===== config.mk =====
export PLATFORM = sky130hd
export DESIGN_NAME = icsu_top
export DESIGN_NICKNAME = d
export VERILOG_FILES = /design/src/rtl/icsu_pkg.sv /design/src/rtl/icsu_arbiter.sv /design/src/rtl/icsu_matrix.sv /design/src/rtl/icsu_top.sv
export SDC_FILE = /design/constraint.sdc
export NUM_CORES = 1
export LEC_CHECK = 0
export BUFFER_PORTS_ARGS = -buffer_cell sky130_fd_sc_hd__buf_2
export CAP_MARGIN = 40
export CORE_UTILIZATION = 45
export DETAILED_ROUTE_END_ITERATION = 8
export HOLD_SLACK_MARGIN = 0.03
export PLACE_DENSITY = 0.74
export SLEW_MARGIN = 25
export SYNTH_ARGS = -nofsm -noshare
export SYNTH_HDL_FRONTEND = slang
export SYNTH_SLANG_ARGS = --single-unit

===== constraint.sdc =====
create_clock -name clk -period 1.25 [get_ports clk]
set_input_delay 0.0625 -clock clk [delete_from_list [all_inputs] [get_ports clk]]
set_output_delay 0.0625 -clock clk [all_outputs]
set_load 0.05 [all_outputs]

===== src/rtl/icsu_pkg.sv =====
package icsu_pkg;
    localparam int CODE_W = 4;

    typedef enum logic [CODE_W-1:0] {
        OP_GEN    = 4'h1,
        OP_STATUS = 4'h2,
        OP_SOURCE = 4'h3,
        OP_ACK    = 4'h4
    } icsu_op_e;
endpackage


===== src/rtl/icsu_arbiter.sv =====
module icsu_arbiter #(
    parameter int N = 4
) (
    input  logic         clk,
    input  logic         rst_n,
    input  logic [N-1:0] req,
    output logic [N-1:0] gnt
);
    always_comb begin
        gnt = '0;
        for (int i = N - 1; i >= 0; i--) begin
            if (req[i]) gnt = N'(1) << i;
        end
    end


    gnt_onehot_chk: assert property (@(posedge clk) disable iff (!rst_n)
        $onehot0(gnt));

    gnt_has_req_chk: assert property (@(posedge clk) disable iff (!rst_n)
        (gnt & ~req) == '0);
endmodule


===== src/rtl/icsu_matrix.sv =====
module icsu_matrix #(
    parameter int N  = 4,
    parameter int IW = $clog2(N)
) (
    input  logic                clk,
    input  logic                rst_n,
    input  logic                set_en,
    input  logic [IW-1:0]       set_tgt,
    input  logic [IW-1:0]       set_src,
    input  logic                clr_en,
    input  logic [IW-1:0]       clr_tgt,
    input  logic [IW-1:0]       clr_src,
    output logic [N-1:0][N-1:0] pend_q
);
    typedef struct packed {
        logic [N-1:0][N-1:0] pend;
    } mtx_state_t;

    mtx_state_t st_d, st_q;

    always_comb begin
        st_d = st_q;
        if (clr_en) st_d.pend[clr_tgt][clr_src] = 1'b0;
        // a same-cycle set wins over a clear so no interrupt is lost
        if (set_en) st_d.pend[set_tgt][set_src] = 1'b1;
    end

    always_ff @(posedge clk or negedge rst_n) begin
        if (!rst_n) st_q <= '0;
        else        st_q <= st_d;
    end

    assign pend_q = st_q.pend;


    set_lands_chk: assert property (@(posedge clk) disable iff (!rst_n)
        set_en |=> pend_q[$past(set_tgt)][$past(set_src)]);

    clr_lands_chk: assert property (@(posedge clk) disable iff (!rst_n)
        (clr_en && !set_en) |=> !pend_q[$past(clr_tgt)][$past(clr_src)]);

    for (genvar g = 0; g < N; g++) begin : g_diag

        no_self_chk: assert property (@(posedge clk) disable iff (!rst_n)
            !pend_q[g][g]);
    end
endmodule


===== src/rtl/icsu_top.sv =====
module icsu_top
    import icsu_pkg::*;
#(
    parameter int N  = 4,
    parameter int IW = $clog2(N)
) (
    input  logic                clk,
    input  logic                rst_n,
    input  logic [N-1:0]        cmd_valid,
    input  logic [N*CODE_W-1:0] cmd_code,
    input  logic [N*IW-1:0]     cmd_arg,
    output logic [N-1:0]        cmd_ready,
    output logic [N-1:0]        irq,
    output logic [N-1:0]        readback
);
    typedef struct packed {
        logic [N-1:0] rb;
    } top_state_t;

    top_state_t st_d, st_q;

    logic [N-1:0]        gnt;
    logic                acc;
    logic [IW-1:0]       issuer;
    logic [CODE_W-1:0]   code;
    logic [IW-1:0]       arg;
    logic                do_gen, do_ack, is_query;
    logic [N-1:0][N-1:0] pend;

    icsu_arbiter #(.N(N)) u_arb (
        .clk   (clk),
        .rst_n (rst_n),
        .req   (cmd_valid),
        .gnt   (gnt)
    );

    always_comb begin
        issuer = '0;
        code   = '0;
        arg    = '0;
        for (int i = 0; i < N; i++) begin
            if (gnt[i]) begin
                issuer = IW'(i);
                code   = cmd_code[i*CODE_W +: CODE_W];
                arg    = cmd_arg[i*IW +: IW];
            end
        end
    end

    assign acc      = |gnt;
    assign do_gen   = acc && (code == OP_GEN) && (arg != issuer);
    assign do_ack   = acc && (code == OP_ACK);
    assign is_query = acc && ((code == OP_STATUS) || (code == OP_SOURCE));

    icsu_matrix #(.N(N), .IW(IW)) u_mtx (
        .clk     (clk),
        .rst_n   (rst_n),
        .set_en  (do_gen),
        .set_tgt (arg),
        .set_src (issuer),
        .clr_en  (do_ack),
        .clr_tgt (issuer),
        .clr_src (arg),
        .pend_q  (pend)
    );

    always_comb begin
        st_d = st_q;
        if (acc && code == OP_STATUS) st_d.rb = N'(|pend[arg]);
        else if (acc && code == OP_SOURCE) st_d.rb = pend[issuer];
    end

    always_ff @(posedge clk or negedge rst_n) begin
        if (!rst_n) st_q <= '0;
        else        st_q <= st_d;
    end

    always_comb begin
        for (int t = 0; t < N; t++) irq[t] = |pend[t];
    end

    assign cmd_ready = gnt;
    assign readback  = st_q.rb;


    rb_hold_chk: assert property (@(posedge clk) disable iff (!rst_n)
        !is_query |=> $stable(readback));

    irq_fall_cause_chk: assert property (@(posedge clk) disable iff (!rst_n)
        (irq != '0 && !do_ack) |=> (($past(irq) & ~irq) == '0));
endmodule


==> impl_metrics.toml <==
[outcome]
status = "finished with violations"
violations = "design-rule violations, negative setup slack"

[worst_setup_path]
arrival_ps = 1970
critPathLaunchType = "input port"
crit_path_cell_trace = "buf_8, or4b_4, o22ai_4, o21ai_2, a2111o_1, buf_6, o41ai_2, o21ai_1"
endpoint_kind = "flip-flop"
max_stage_delay_ps = 570
critPathKind = "input port to flip-flop"
required_ps = 1450
critPathSlowestCell = "or4b_4"
crit_fanout = 8

[global_route]
antenna_found_initial = 0
grt_pass1_wl_um = 8910
overflow = 0
grt_pass1_vias = 1789
grt_max_degree = 21
grt_usage = 0.358

[clock_network]
cts_tree = "done"
cts_buffer_depth = 2
clk_latency_ps = 320
cts_root_buffer = "clkbuf_4"
clk_pin_slew_worst_paths_ps = 130
cts_buffers = 3
h-tree-depth = 1
clock-sinks = 20

[timing]
drv_slew = 0
worst_slack_ps = -523
finalCritPeriodShare = 1.42
hold_slack_ps = 193
slew_headroom = 0.668
rsz0062_at_grt = "yes"
timing.fmax_mhz = 564
tightest_slew_ps = 499
final_hold_viol_count = 0
setup-tns-final_ps = -9620
fin_crit_ps = 1770
finalClockSkew_ps = 4.71
report.final.setup_viol = 25

[routing]
first_iter_violations = 148
routed_wl_um = 6340
route.detailed.drc = 2
ant_nets = 0
dr.pass1.iters = 6
num_vias = 1842
wl_per_cell_um = 22.2
vias_per_cell = 6.44

[placed_design]
dp_cells = 278
place_congestion = 0.985
port_buffers = 41
place_hpwl_um = 4130

[power]
finalPower_mw = 2.36
p_comb_frac = 0.513
p_per_area_nw_per_um2 = 978
seq_power_share = 0.314
p_clk_frac = 0.174
leakage_nw = 1.14
ir_worst_vdd_uv = 735
p_switching_mw = 0.928
switching_share = 0.393
power.internal_mw = 1.43

[cells_and_area]
drive_above_1_share = 0.592
antennaDiodeCount = 0
instances_no_fill = 286
syn_to_final_growth_pct = 72.3
final_common_cell = "buf_4"
nNetsFinal = 286
final_cell_mix = "buf_4, buf_2, dfrtp_1"

[die]
initial_core_util = 0.491
boundaryPins = 42
die_w_um = 57.8
std_cell_rows = 19
die-area_um2 = 3340
die_h_um = 57.8
fp.coreArea_um2 = 2850

[logic_synthesis]
synth_area_um2 = 1400
synth-seq-area-share = 0.357
syn-instance-count = 149
synth_cell_types = 45
synth-seq-cells = 20
syn_area_per_cell_um2 = 9.40
synth_top_cell_by_area = "dfrtp_1"
synth_top_area_frac = 0.357
synth_nets = 179
ys_warn_count = 0
netlist_top_cells_area = "dfrtp_1, o31ai_1, mux4_2, nand2_1, o21ai_1"

[hold_path]
hold_class = "input port to flip-flop"

[flow_run]
cap_violations = 0
## power by group through the flow
stage | combinational [mW] | clock [mW] | sequential, mW
6_report | 1.21 | 0.410 | 0.740
3_5_place_dp | 0.943 | 0 | 0.747
2_1_floorplan | 0.468 | 0 | 0.802
5_1_grt | 1.27 | 0.422 | 0.745
4_1_cts | 1.10 | 0.403 | 0.738
3_3_place_gp | 0.920 | 0 | 0.745
## synthesized netlist by cell type, drive strengths merged
library cell   n
a221oi         1
o41ai          3
nand2         14
dfrtp         20
a2111o         1
mux2i          4
o21a           1
mux4           3
o221ai         1
a211oi         1
clkbuf         1
clkinv         1
a2bb2oi        4
a21o           2
a41o           1
nor3           1
nand3b         5
o31ai         12
inv            8
a211o          1
nor2           7
o21ai         14
buf            6
o221a          1
or4            4
or3b           1
nor2b          2
nand4bb        1
or3            1
and3           1
nand3          2
or4b           1
o22ai          5
a311oi         1
o21bai         1
nand2b         2
a21oi         10
o31a           4
## cell type report
cell class	instances	area, um2
flip-flops and latches	20	500
fillers	152	438
multi-input cells	113	987
repair buffers	109	813
well taps	31	38.8
inverters	9	38.8
clock buffers	4	36.3
## worst max-delay path, delay by kind of cell
family,cells,cell delay (ps)
compound gates,5,1030
simple gates,1,570
buf+inv,2,290
## final timing paths
kind | slack [ps] | cells past startpoint | startpoint | endpoint
min in group asynchronous | 210 | 2 | rst_n | u_mtx.pend_q[15]$_DFF_PN0_
setup / recovery | -520 | 8 | cmd_valid[1] | u_mtx.pend_q[7]$_DFF_PN0_
hold / removal | 190 | 4 | cmd_code[13] | readback[0]$_DFFE_PN0P_
setup reg to reg | -250 | 4 | u_mtx.pend_q[14]$_DFF_PN0_ | readback[0]$_DFFE_PN0P_
hold reg to reg | 550 | 2 | readback[1]$_DFFE_PN0P_ | readback[1]$_DFFE_PN0P_
max in group asynchronous | 720 | 2 | rst_n | u_mtx.pend_q[2]$_DFF_PN0_
## cells by family after synthesis
group                  Yosys count  synth area share
flip-flops                      20             0.357
AND/OR/NAND/NOR                 42             0.166
AO/OA/AOI/OAI                   64             0.333
buffers and inverters           16            0.0670
multiplexers                     7            0.0768
## layer usage
layer | wire, um | track usage | up-vias
met2 | 3160 | 0.585 | 129
li1 | - | - | 798
met5 | 0 | 0 | -
met4 | 282 | 0.133 | 0
met1 | 2240 | 0.468 | 880
met3 | 652 | 0.0781 | 35
## metrics by stage
| step | instance area (um2) | setup slack (ps) | util |
|---|---|---|---|
| final | 2410 | -523 | 0.846 |
| after global routing | 2410 | -574 | 0.846 |
| after CTS | 2300 | -438 | 0.807 |
| after detailed placement | 2090 | -830 | 0.733 |
| after global placement | 2090 | -730 | 0.733 |
| after floorplan | 1410 | -735 | - |
## timing repair
action | CTS | global route
gates cloned | 1 | 0
endpoints found under the setup margin | 27 | 27
gates resized for setup | 41 | 19
buffers inserted | 1 | 2
endpoints found under the hold margin | 20 | 0
hold buffers | 1 | 0
pin swaps | 6 | 6
## flip-flops by register name (all words and copies together), names as in the netlist
signal        cells
u_mtx.pend_q     16
readback          4
Note: power is estimated with default switching activity, not from simulation.
